$ cat config.mk
export PLATFORM = sky130hd
export DESIGN_NAME = urgency_switch_ctl
export DESIGN_NICKNAME = d
export VERILOG_FILES = /design/src/rtl/usw_pkg.sv /design/src/rtl/usw_urg_tracker.sv /design/src/rtl/usw_timeout.sv /design/src/rtl/usw_switch_fsm.sv /design/src/rtl/urgency_switch_ctl.sv
export SDC_FILE = /design/constraint.sdc
export NUM_CORES = 1
export LEC_CHECK = 0
export CAP_MARGIN = 20
export CORE_MARGIN = 8
export CORE_UTILIZATION = 40
export DETAILED_ROUTE_END_ITERATION = 12
export SETUP_SLACK_MARGIN = 0.1
export SYNTH_ARGS = -nofsm -noshare
export SYNTH_HDL_FRONTEND = slang
export SYNTH_SLANG_ARGS = --single-unit
$ cat constraint.sdc
create_clock -name clk -period 3.15 [get_ports clk]
set_input_delay 0.315 -clock clk [delete_from_list [all_inputs] [get_ports clk]]
set_output_delay 0.315 -clock clk [all_outputs]
set_load 0.03 [all_outputs]
$ cat src/rtl/usw_pkg.sv
package usw_pkg;
  localparam int URG_W   = 3;
  localparam int NUM_CTX = 2;

  typedef logic [URG_W-1:0] urg_t;

  typedef enum logic {ST_RUN = 1'b0, ST_FLUSH = 1'b1} sw_state_e;

  // Next urgency of one thread from its events, highest priority first:
  // timeout, interrupt, miss (saturating decrement), data return.
  function automatic urg_t urg_next(input urg_t cur, input logic tmo,
                                    input logic irq, input logic miss,
                                    input logic ret, input urg_t tmo_lvl,
                                    input urg_t irq_lvl, input urg_t nom_lvl);
    urg_t r;
    r = cur;
    if (tmo)
      r = tmo_lvl;
    else if (irq)
      r = irq_lvl;
    else if (miss)
      r = (cur == '0) ? '0 : cur - urg_t'(1);
    else if (ret)
      r = (cur < irq_lvl) ? nom_lvl : cur;
    return r;
  endfunction

  // Switch is wanted when the foreground urgency is strictly lower.
  function automatic logic want_switch(input urg_t fg, input urg_t bg);
    return fg < bg;
  endfunction
endpackage

$ cat src/rtl/usw_urg_tracker.sv
module usw_urg_tracker
  import usw_pkg::*;
#(
  parameter urg_t NOM_LVL = 3'd5,
  parameter urg_t IRQ_LVL = 3'd6,
  parameter urg_t TMO_LVL = 3'd7
) (
  input  logic clk,
  input  logic rst_n,
  input  logic tmo_i,
  input  logic irq_i,
  input  logic miss_i,
  input  logic ret_i,
  output urg_t urg_o
);
  urg_t urg_q;

  always_ff @(posedge clk or negedge rst_n) begin
    if (!rst_n)
      urg_q <= NOM_LVL;
    else
      urg_q <= urg_next(urg_q, tmo_i, irq_i, miss_i, ret_i,
                        TMO_LVL, IRQ_LVL, NOM_LVL);
  end

  assign urg_o = urg_q;
endmodule

$ cat src/rtl/usw_timeout.sv
module usw_timeout #(
  parameter int LIMIT = 1024
) (
  input  logic clk,
  input  logic rst_n,
  input  logic run_i,
  input  logic clr_i,
  output logic expire_o
);
  localparam int CW = (LIMIT > 1) ? $clog2(LIMIT) : 1;
  localparam logic [CW-1:0] LAST = CW'(LIMIT - 1);

  logic [CW-1:0] cnt_q;

  assign expire_o = run_i && !clr_i && (cnt_q == LAST);

  always_ff @(posedge clk or negedge rst_n) begin
    if (!rst_n)
      cnt_q <= '0;
    else if (clr_i || expire_o)
      cnt_q <= '0;
    else if (run_i)
      cnt_q <= cnt_q + CW'(1);
  end
endmodule

$ cat src/rtl/usw_switch_fsm.sv
module usw_switch_fsm
  import usw_pkg::*;
#(
  parameter int FLUSH_CYCLES = 5
) (
  input  logic clk,
  input  logic rst_n,
  input  urg_t urg_fg_i,
  input  urg_t urg_bg_i,
  output logic go_o,
  output logic run_o,
  output logic busy_o,
  output logic flush_o,
  output logic fg_id_o
);
  localparam int FW = (FLUSH_CYCLES > 1) ? $clog2(FLUSH_CYCLES) : 1;
  localparam logic [FW-1:0] FLUSH_LAST = FW'(FLUSH_CYCLES - 1);

  sw_state_e     state_q;
  logic [FW-1:0] cnt_q;
  logic          fg_q;

  assign run_o   = (state_q == ST_RUN);
  assign go_o    = run_o && want_switch(urg_fg_i, urg_bg_i);
  assign busy_o  = (state_q == ST_FLUSH);
  assign flush_o = busy_o && (cnt_q == '0);
  assign fg_id_o = fg_q;

  always_ff @(posedge clk or negedge rst_n) begin
    if (!rst_n) begin
      state_q <= ST_RUN;
      cnt_q   <= '0;
      fg_q    <= 1'b0;
    end else begin
      case (state_q)
        ST_RUN: begin
          if (go_o) begin
            state_q <= ST_FLUSH;
            cnt_q   <= '0;
          end
        end
        ST_FLUSH: begin
          if (cnt_q == FLUSH_LAST) begin
            state_q <= ST_RUN;
            cnt_q   <= '0;
            fg_q    <= ~fg_q;
          end else begin
            cnt_q <= cnt_q + FW'(1);
          end
        end
        default: state_q <= ST_RUN;
      endcase
    end
  end
endmodule

$ cat src/rtl/urgency_switch_ctl.sv
module urgency_switch_ctl
  import usw_pkg::*;
#(
  parameter int   TIMEOUT_CYCLES = 1024,
  parameter int   FLUSH_CYCLES   = 5,
  parameter urg_t NOM_LVL        = 3'd5,
  parameter urg_t IRQ_LVL        = 3'd6,
  parameter urg_t TMO_LVL        = 3'd7
) (
  input  logic                     clk,
  input  logic                     rst_n,
  input  logic [NUM_CTX-1:0]       miss_i,
  input  logic [NUM_CTX-1:0]       ret_i,
  input  logic [NUM_CTX-1:0]       irq_i,
  output logic                     flush_o,
  output logic                     fg_id_o,
  output logic                     switch_busy_o,
  output logic [NUM_CTX*URG_W-1:0] urgency_o
);
  urg_t urg   [NUM_CTX];
  logic [NUM_CTX-1:0] tmo_thr;
  logic tmo_fire;
  logic sw_go;
  logic run;
  logic fg_id;
  urg_t urg_fg;
  urg_t urg_bg;

  assign urg_fg = urg[fg_id];
  assign urg_bg = urg[~fg_id];

  for (genvar t = 0; t < NUM_CTX; t++) begin : g_thr
    localparam logic TID = 1'(t);
    assign tmo_thr[t] = tmo_fire && (fg_id != TID);

    usw_urg_tracker #(
      .NOM_LVL(NOM_LVL), .IRQ_LVL(IRQ_LVL), .TMO_LVL(TMO_LVL)
    ) u_trk (
      .clk(clk), .rst_n(rst_n), .tmo_i(tmo_thr[t]), .irq_i(irq_i[t]),
      .miss_i(miss_i[t]), .ret_i(ret_i[t]), .urg_o(urg[t])
    );

    assign urgency_o[t*URG_W +: URG_W] = urg[t];
  end

  usw_timeout #(.LIMIT(TIMEOUT_CYCLES)) u_tmo (
    .clk(clk), .rst_n(rst_n), .run_i(run), .clr_i(sw_go), .expire_o(tmo_fire)
  );

  usw_switch_fsm #(.FLUSH_CYCLES(FLUSH_CYCLES)) u_fsm (
    .clk(clk), .rst_n(rst_n), .urg_fg_i(urg_fg), .urg_bg_i(urg_bg),
    .go_o(sw_go), .run_o(run), .busy_o(switch_busy_o), .flush_o(flush_o),
    .fg_id_o(fg_id)
  );

  assign fg_id_o = fg_id;
endmodule

==> results.py, run 1 <==
metrics = {
    "timing": {
        "hold_ws_ns": 0.498,
        "timing.final.crit_share_pct": 68.0,
        "rsz0062_at_grt": "false",
        "hold_violations": 0,
        "slew-limit-headroom_pct": 40.7,
        "tightest_slew_ns": 0.886,
        "clock_skew_ns": 0.00768,
        "slew_violations": 0,
        "setup_viol": 0,
        "setup_tns_ns": 0,
        "max_freq_mhz": 467,
        "fin_crit_ns": 2.14,
        "timing.final.ws_setup_ns": 1.01,
    },
    "critical_path": {
        "path_class": "reg2out",
        "cp_max_fo": 4,
        "cp.arrival_ns": 1.83,
        "cp.required_ns": 2.83,
        "end_kind": "primary output",
        "critPathCapture": "flush_o",
        "cp_slowest_cell": "clkdlybuf4s50_1",
        "cp-startpoint": "u_fsm.cnt_q[0]",
        "critPathMaxStageDelay_ns": 0.68,
        "cp-start-kind": "flip-flop",
        "r2r_start": "g_thr[1].u_trk.urg_o[2]",
        "r2r_end": "u_fsm.busy_o",
        "r2r_setup_slack_ns": 1.29,
        "crit_chain": "inv_1, ha_1, nand2_1, nor2_1, clkdlybuf4s50_1",
        "r2r_cells": 5,
    },
    "place": {
        "place_area_sq_um": 1470,
        "port_buffers": 16,
        "dp.cells": 184,
        "gp_congestion": 0.765,
        "dpl.hpwl_microns": 1770,
        "pre_cts_ws_ns": 1.28,
    },
    "floorplanning": {
        "die_w_microns": 72.9,
        "io_pins": 17,
        "die_h_microns": 72.9,
        "dieArea_sq_um": 5320,
        "core_sq_um": 3080,
        "rows": 20,
        "initial_utilization_pct": 42.1,
    },
    "clocking": {
        "root_buffer": "clkbuf_4",
        "cts_buffers": 3,
        "cts.clk_slew.worst_paths_ns": 0.11,
        "cts.sinks": 21,
        "tritoncts": "built",
        "htree_levels": 1,
        "cts_resized": 0,
        "hold_buffers": 0,
        "post_cts_buffers": 0,
        "cts.path.max_buffers": 2,
        "clkLatencyLatePin_ns": 0.31,
    },
    "final_layout": {
        "instances_no_fill": 188,
        "antenna_cells": 0,
        "design_area_sq_um": 1500,
        "area_growth_pct": 15.6,
        "finalNetCount": 160,
        "fill_cells": 292,
        "post_route_cells_drive_above_1_share_pct": 20.1,
        "final_core_util_pct": 48.7,
    },
    "power_and_ir_drop": {
        "p_leak_nw": 0.693,
        "p_per_area_nw_per_um2": 587,
        "irDropWorstVdd_mv": 0.372,
        "total_power_uw": 879,
    },
    "grt": {
        "grt_max_degree": 22,
        "grt_pass1_wl_microns": 4300,
        "grt_pass1_vias": 974,
        "grt_usage_pct": 10.0,
        "overflow": 0,
        "grt_antenna_before_repair": 0,
    },
    "min_path": {
        "hold_path.class": "in2async",
    },
    "yosys": {
        "yosys_warnings": 0,
        "synth_edf_count": 0,
        "ys_ff_latch": 21,
        "synth_fp_nets": 144,
        "synth_seq_area_share_pct": 40.9,
        "synthCells": 129,
        "ys.flop_type": "dfrtp_1",
        "synth_cell_types": 40,
        "avgSynthCellArea_sq_um": 10.0,
        "netlist_area_sq_um": 1300,
        "synthArstFlopShare_pct": 100,
    },
    "run": {
        "cap_violations": 0,
    },
    "route": {
        "drt_iter0_markers": 20,
        "drt_first_pass_iters": 4,
        "drt_wl_total_microns": 2390,
        "via_per_inst": 5.05,
        "detail_route.wl_per_cell_microns": 12.7,
        "drc": 0,
        "detail-route-antenna-nets": 0,
        "num_vias": 949,
    },
    "status": {
        "status": "complete, no violations",
    },
}
==> synth_stat cells, drive strengths merged (2+ instances only) <==
master / instances / share of area [%]
dfrtp: 17 / 33
or2: 3 / 1.4
nor2b: 4 / 2.5
mux2: 3 / 2.6
inv: 7 / 2.0
nand4: 2 / 0.97
nand2: 6 / 1.7
and3: 2 / 1.1
nand3: 5 / 1.9
buf: 5 / 3.1
dfstp: 4 / 8.1
xor2: 6 / 4.1
a21oi: 5 / 2.2
nor3: 2 / 0.77
a31o: 3 / 2.0
a211o: 2 / 1.5
ha: 7 / 6.8
nand2b: 5 / 2.4
a22o: 3 / 2.3
o22a: 2 / 1.4
o21ai: 2 / 0.77
xnor2: 5 / 3.4
o2bb2ai: 2 / 1.4
a32o: 2 / 1.5
nor2: 15 / 4.3
==> worst max-delay path, delay by kind of cell, from the launching register on <==
| kind | cells | cell delay [ns] |
|---|---|---|
| buffers and inverters | 2 | 0.76 |
| and+or+nand+nor | 2 | 0.16 |
| DFF | 1 | 0.40 |
| adders and majority gates | 1 | 0.20 |
==> area by class of cell <==
type	count	area, sq um	share of cell area [%]
Sequential cell	21	531	35.4
Multi-Input combinational cell	96	699	46.7
Inverter	7	26.3	1.75
Clock inverter	1	5.00	0.334
Tap cell	44	55.1	3.67
Clock buffer	3	22.5	1.50
Timing Repair Buffer	16	160	10.7
==> flip-flops by register name, summed over array words and instances, names as in the netlist <==
signal             count
g_thr.u_trk.urg_o      6
u_fsm.busy_o           1
u_fsm.cnt_q            3
u_fsm.fg_id_o          1
u_tmo.cnt_q           10
==> report_power, final <==
part	internal (mW)	switching, mW
clock network	0.0474	0.0796
logic	0.181	0.167
registers	0.328	0.0768
==> cells by family (layout without fill, tap and decap cells) <==
group / Yosys count / count (layout) / synth area share, %
fa+ha+maj: 8 / 8 / 7.63
buf+inv: 12 / 27 / 5.12
xor+xnor: 11 / 11 / 7.43
simple gates: 48 / 48 / 19.8
mux: 4 / 4 / 3.38
compound gates: 25 / 25 / 15.7
flops: 21 / 21 / 40.9
==> routing by layer <==
layer | vias to the layer above | wire length (microns) | track usage, %
li1 | 474 | - | -
met1 | 458 | 1120 | 11.2
met2 | 12 | 1130 | 17.5
met3 | 5 | 87 | 2.20
met4 | 0 | 42 | 4.67
met5 | - | 0 | 0
==> cell usage in the layout (no fill, tap or decap), types with 2 or more instances in the layout <==
cell	n
o22a_1	2
or2_2	3
nor3_1	2
nor2_1	15
xnor2_1	5
dfrtp_1	17
xor2_1	6
nand4_1	2
clkbuf_4	3
a31o_2	3
a211o_2	2
nand2b_1	5
nand2_1	6
nand3_1	5
dfstp_2	4
a32o_1	2
nor2b_1	3
o2bb2ai_1	2
mux2_2	3
ha_1	7
clkdlybuf4s50_1	16
o21ai_0	2
a22o_2	3
a21oi_1	4
inv_1	7
==> worst min path at each step <==
stage	startpoint	cells after the start	to	slack [ns]
final	rst_n	1	u_tmo.cnt_q[0]	0.50
after detailed placement	u_tmo.cnt_q[1]	1	u_tmo.cnt_q[1]	0.50
after global routing	rst_n	1	u_fsm.cnt_q[0]	0.57
after floorplan	rst_n	0	g_thr[0].u_trk.urg_o[1]	0.02
after CTS	rst_n	1	u_fsm.cnt_q[0]	0.53
after global placement	u_tmo.cnt_q[1]	1	u_tmo.cnt_q[1]	0.50
Power figures use the tool's default switching activity.
==> run 2: changes to the inputs <==
Clock period 3.15 ns to 2 ns, I/O delays scaled along.
==> results.py, run 2 (synthesis gave the netlist of run 1 again) <==
metrics = {
    "status": {
        "status": "complete, no violations",
    },
    "min_path": {
        "hold_path.class": "in2async",
    },
    "power_and_ir_drop": {
        "p_leak_nw": 0.714,
        "p_per_area_nw_per_um2": 939,
        "irDropWorstVdd_mv": 0.658,
        "total_power_mw": 1.45,
    },
    "final_layout": {
        "design_area_sq_um": 1550,
        "finalNetCount": 164,
        "top_register": "u_tmo.cnt_q",
        "final_cell_mix": "nor2_1, dfrtp_1, clkdlybuf4s50_1",
        "fill_cells": 299,
        "post_route_cells_drive_above_1_share_pct": 24.3,
        "multi_input_area_sq_um": 713,
        "antenna_cells": 0,
        "largest_reg_flops": 10,
        "area_growth_pct": 19.2,
        "seqCellArea_sq_um": 533,
    },
    "timing": {
        "tightest_slew_ns": 0.394,
        "max_freq_mhz": 541,
        "hold_violations": 0,
        "slew_violations": 0,
        "timing.final.crit_share_pct": 92.4,
        "hold_ws_ns": 0.205,
        "rsz0062_at_grt": "true",
        "fin_crit_ns": 1.85,
        "slew-limit-headroom_pct": 73.6,
        "clock_skew_ns": 0.0190,
        "setup_tns_ns": 0,
        "setup_viol": 0,
    },
    "critical_path": {
        "path_class": "reg2reg",
        "cp_num_buf_inv": 0,
        "cp_slowest_cell": "dfstp_2",
        "end_kind": "flip-flop",
        "cp.arrival_ns": 2.05,
        "path_delay_family": "simple AND/OR/NAND/NOR gates",
        "critPathMaxStageDelay_ns": 0.58,
        "cp.required_ns": 2.20,
        "cp_max_fo": 8,
        "crit_chain": "or3b_2, nand4_1, nor2b_1, o2bb2ai_2, nor2_1",
        "cp-start-kind": "flip-flop",
    },
    "grt": {
        "grt_usage_pct": 10.8,
        "grt_antenna_before_repair": 0,
        "grt_max_degree": 22,
        "overflow": 0,
        "grt_pass1_vias": 1024,
        "grt_pass1_wl_microns": 4570,
    },
    "route": {
        "drc": 0,
        "drt_first_pass_iters": 4,
        "via_per_inst": 5.02,
        "detail-route-antenna-nets": 0,
        "drt_iter0_markers": 20,
        "drt_wl_total_microns": 2560,
        "detail_route.wl_per_cell_microns": 13.3,
        "num_vias": 964,
    },
    "run": {
        "cap_violations": 0,
    },
    "floorplanning": {
        "dieArea_sq_um": 5320,
        "rows": 20,
        "die_w_microns": 72.9,
        "die_h_microns": 72.9,
        "initial_utilization_pct": 42.1,
        "io_pins": 17,
        "core_sq_um": 3080,
    },
    "place": {
        "place_area_sq_um": 1500,
        "port_buffers": 16,
        "dpl.hpwl_microns": 1970,
        "gp_congestion": 0.803,
    },
    "clocking": {
        "root_buffer": "clkbuf_4",
        "cts.clk_slew.worst_paths_ns": 0.13,
        "cts.sinks": 21,
        "tritoncts": "built",
        "clkLatencyLatePin_ns": 0.31,
        "cts.path.max_buffers": 2,
        "hold_buffers": 0,
        "cts_buffers": 3,
        "htree_levels": 1,
    },
}
==> run 2: timing repair <==
| item | 4_1_cts | 5_1_grt |
|---|---|---|
| endpoints found under the hold margin | 0 | 0 |
| setup endpoints to repair | 1 | 15 |
| buffers inserted | 0 | 0 |
| gates resized for setup | 1 | 5 |
==> run 2: layer usage <==
metal / share of wire [%] / up-vias / global-route usage, %
li1: - / 486 / -
met1: 45 / 459 / 12.3
met2: 49 / 14 / 18.3
met3: 4.6 / 5 / 3.02
met4: 1.4 / 0 / 4.89
met5: 0 / - / 0
==> run 2: per-stage QoR <==
step | util, % | cells | setup slack [ns]
2_1_floorplan | - | 129 | 0.143
6_report | 50.2 | 192 | 0.152
3_3_place_gp | 48.8 | 188 | 0.159
4_1_cts | 49.6 | 192 | 0.100
3_5_place_dp | 48.8 | 188 | 0.0995
5_1_grt | 50.2 | 192 | 0.0578
==> run 2: path summary, 6_finish.rpt <==
| kind | startpoint | to | slack [ns] | cells after the start |
|---|---|---|---|---|
| max | g_thr[1].u_trk.urg_o[0] | u_tmo.cnt_q[3] | 0.15 | 5 |
| min | rst_n | u_fsm.cnt_q[0] | 0.20 | 2 |
| max reg2reg | g_thr[1].u_trk.urg_o[0] | u_tmo.cnt_q[3] | 0.15 | 5 |
| min reg2reg | u_tmo.cnt_q[1] | u_tmo.cnt_q[1] | 0.54 | 1 |
| max in group asynchronous | rst_n | g_thr[0].u_trk.urg_o[0] | 1.50 | 2 |
| min in group clk | irq_i[1] | g_thr[1].u_trk.urg_o[0] | 0.50 | 2 |
==> run 2: final cells by class <==
type | count | area share (%)
Multi-Input combinational cell | 96 | 46.2
Sequential cell | 21 | 34.5
Timing Repair Buffer | 20 | 12.3
Tap cell | 44 | 3.56
Inverter | 7 | 1.70
Clock buffer | 3 | 1.46
Clock inverter | 1 | 0.324
==> run 2: worst register-to-register path, stage by stage (launching register included) <==
cell       delay (ns)
dfstp_2          0.58
or3b_2           0.46
nand4_1          0.17
nor2b_1          0.20
o2bb2ai_2        0.24
nor2_1           0.10
==> run 2: power breakdown <==
| group | total (mW) | switching (mW) | internal (mW) |
|---|---|---|---|
| Combinational | 0.626 | 0.320 | 0.306 |
| Sequential | 0.616 | 0.0977 | 0.518 |
| Clock | 0.208 | 0.133 | 0.0746 |
==> run 3: changes to the inputs <==
Settings changed: GPL_TIMING_DRIVEN set to 0.
Clock period 2 ns to 1.7 ns, I/O delays scaled along.
==> results.py, run 3 (synthesis gave the netlist of run 1 again) <==
metrics = {
    "route": {
        "via_per_inst": 4.94,
        "drt_iter0_markers": 37,
        "drt_first_pass_iters": 4,
        "drt_wl_total_microns": 2540,
        "drc": 0,
        "detail_route.wl_per_cell_microns": 12.6,
        "num_vias": 992,
        "detail-route-antenna-nets": 0,
    },
    "place": {
        "dp.cells": 189,
        "dpl.hpwl_microns": 1820,
        "place_area_sq_um": 1520,
        "gp_congestion": 0.727,
        "port_buffers": 16,
        "pre_cts_ws_ns": -0.103,
    },
    "timing": {
        "rsz0062_at_grt": "true",
        "tightest_slew_ns": 0.905,
        "max_freq_mhz": 572,
        "hold_violations": 0,
        "fin_crit_ns": 1.75,
        "hold_ws_ns": 0.359,
        "timing.final.ws_setup_ns": -0.0487,
        "setup_viol": 6,
        "slew-limit-headroom_pct": 39.4,
        "slew_violations": 0,
        "clock_skew_ns": 0.00279,
        "timing.final.crit_share_pct": 103,
    },
    "floorplanning": {
        "die_h_microns": 72.9,
        "rows": 20,
        "die_w_microns": 72.9,
        "core_sq_um": 3080,
        "io_pins": 17,
        "dieArea_sq_um": 5320,
        "initial_utilization_pct": 42.1,
    },
    "grt": {
        "overflow": 0,
        "grt_pass1_wl_microns": 4550,
        "grt_pass1_vias": 1017,
        "grt_antenna_before_repair": 0,
        "grt_max_degree": 22,
        "grt_usage_pct": 10.6,
    },
    "critical_path": {
        "cp.required_ns": 1.90,
        "cp_max_fo": 5,
        "cp-start-kind": "flip-flop",
        "end_kind": "flip-flop",
        "cp.arrival_ns": 1.95,
        "path_class": "reg2reg",
    },
    "power_and_ir_drop": {
        "p_int_mw": 1.18,
        "pwr-share-seq_pct": 37.4,
        "p_per_area_nw_per_um2": 1120,
        "switching_power_uw": 690,
        "p_comb_share_pct": 49.8,
        "netSwitchingFraction_pct": 36.9,
        "p_leak_nw": 0.768,
        "irDropWorstVdd_mv": 0.789,
        "p_clk_share_pct": 12.8,
    },
    "status": {
        "status": "finished with violations",
        "violations": "setup timing",
    },
    "final_layout": {
        "instances_no_fill": 201,
        "design_area_sq_um": 1670,
        "top_register": "u_tmo.cnt_q",
        "finalNetCount": 173,
        "layout_commonest_cell": "dfrtp_1",
        "post_route_cells_drive_above_1_share_pct": 33.8,
        "final_cell_mix": "dfrtp_1, nor2_1, clkdlybuf4s50_1",
        "area_growth_pct": 28.6,
        "antenna_cells": 0,
        "largest_reg_flops": 10,
        "final_core_util_pct": 54.1,
    },
    "clocking": {
        "cts.path.max_buffers": 2,
        "root_buffer": "clkbuf_4",
        "tritoncts": "built",
        "cts_buffers": 3,
        "hold_buffers": 0,
        "cts.sinks": 21,
        "clkLatencyLatePin_ns": 0.30,
        "cts.clk_slew.worst_paths_ns": 0.11,
        "htree_levels": 1,
    },
    "min_path": {
        "hold_path.class": "in2async",
    },
    "run": {
        "cap_violations": 0,
    },
}
-- run 3: changes by cell type in the layout (fill, tap and decap cells not counted), sizes merged --
cell / delta
buf: +8
clkdlybuf4s50: -4
clkbuf: +3
dlygate4sd2: +3
clkdlybuf4s15: -1
-- run 3: power groups by stage --
| stage | combinational, mW | clock, mW | sequential [mW] |
|---|---|---|---|
| after floorplan | 0.514 | 0 | 0.753 |
| after global placement | 0.758 | 0 | 0.701 |
| after detailed placement | 0.773 | 0 | 0.710 |
| after CTS | 0.910 | 0.255 | 0.701 |
| after global routing | 1.02 | 0.272 | 0.716 |
| final | 0.931 | 0.239 | 0.700 |
-- run 3: repair_timing --
item                       in CTS  in global routing
setup endpoints to repair      23                 22
setup buffers                   4                  3
pin swaps                       3                  6
gates resized for setup        18                  8
hold endpoints to repair        0                  0
gates cloned                    1                  0
-- run 3: path summary, 6_finish.rpt --
check                                         from                       to  slack, ns  cells after the start
setup / recovery           g_thr[0].u_trk.urg_o[1]  g_thr[1].u_trk.urg_o[1]      -0.05                      7
hold / removal                               rst_n           u_fsm.cnt_q[2]       0.36                      1
setup reg to reg           g_thr[0].u_trk.urg_o[1]  g_thr[1].u_trk.urg_o[1]      -0.05                      7
hold reg to reg                     u_tmo.cnt_q[1]           u_tmo.cnt_q[1]       0.53                      1
max in group asynchronous                    rst_n  g_thr[1].u_trk.urg_o[1]       0.73                      1
min in group clk                          irq_i[1]  g_thr[1].u_trk.urg_o[0]       0.44                      2
-- run 3: per-stage QoR --
stage               setup TNS, ns  power, mW
floorplan                  -0.197       1.27
global placement           -0.829       1.46
detailed placement         -0.942       1.48
CTS                        -0.151       1.87
global route                -1.17       2.01
finish                    -0.0952       1.87
-- run 3: layer usage --
layer / vias up / track usage (%) / share of wire (%)
li1: 502 / - / -
met4: 0 / 4.00 / 1.3
met3: 4 / 2.34 / 5.1
met5: - / 0 / 0
met2: 12 / 18.1 / 50
met1: 474 / 12.4 / 44
-- run 3: area by class of cell --
type                    instances  area, sq um
plain buffers                   5         48.8
repair buffers                 24          209
fillers                       294         1410
clock inverters                 1         5.00
flip-flops and latches         21          534
multi-input cells              96          766
well taps                      44         55.1
inverters                       7         26.3
clock buffers                   3         22.5
-- run 3: worst max-delay path: stages, from the launching register on --
cell and delay (ns):
dfrtp_2 0.42, buf_6 0.12, nor2b_4 0.11, maj3_2 0.32
o22ai_4 0.15, a21oi_4 0.10, buf_6 0.14, a211o_2 0.28
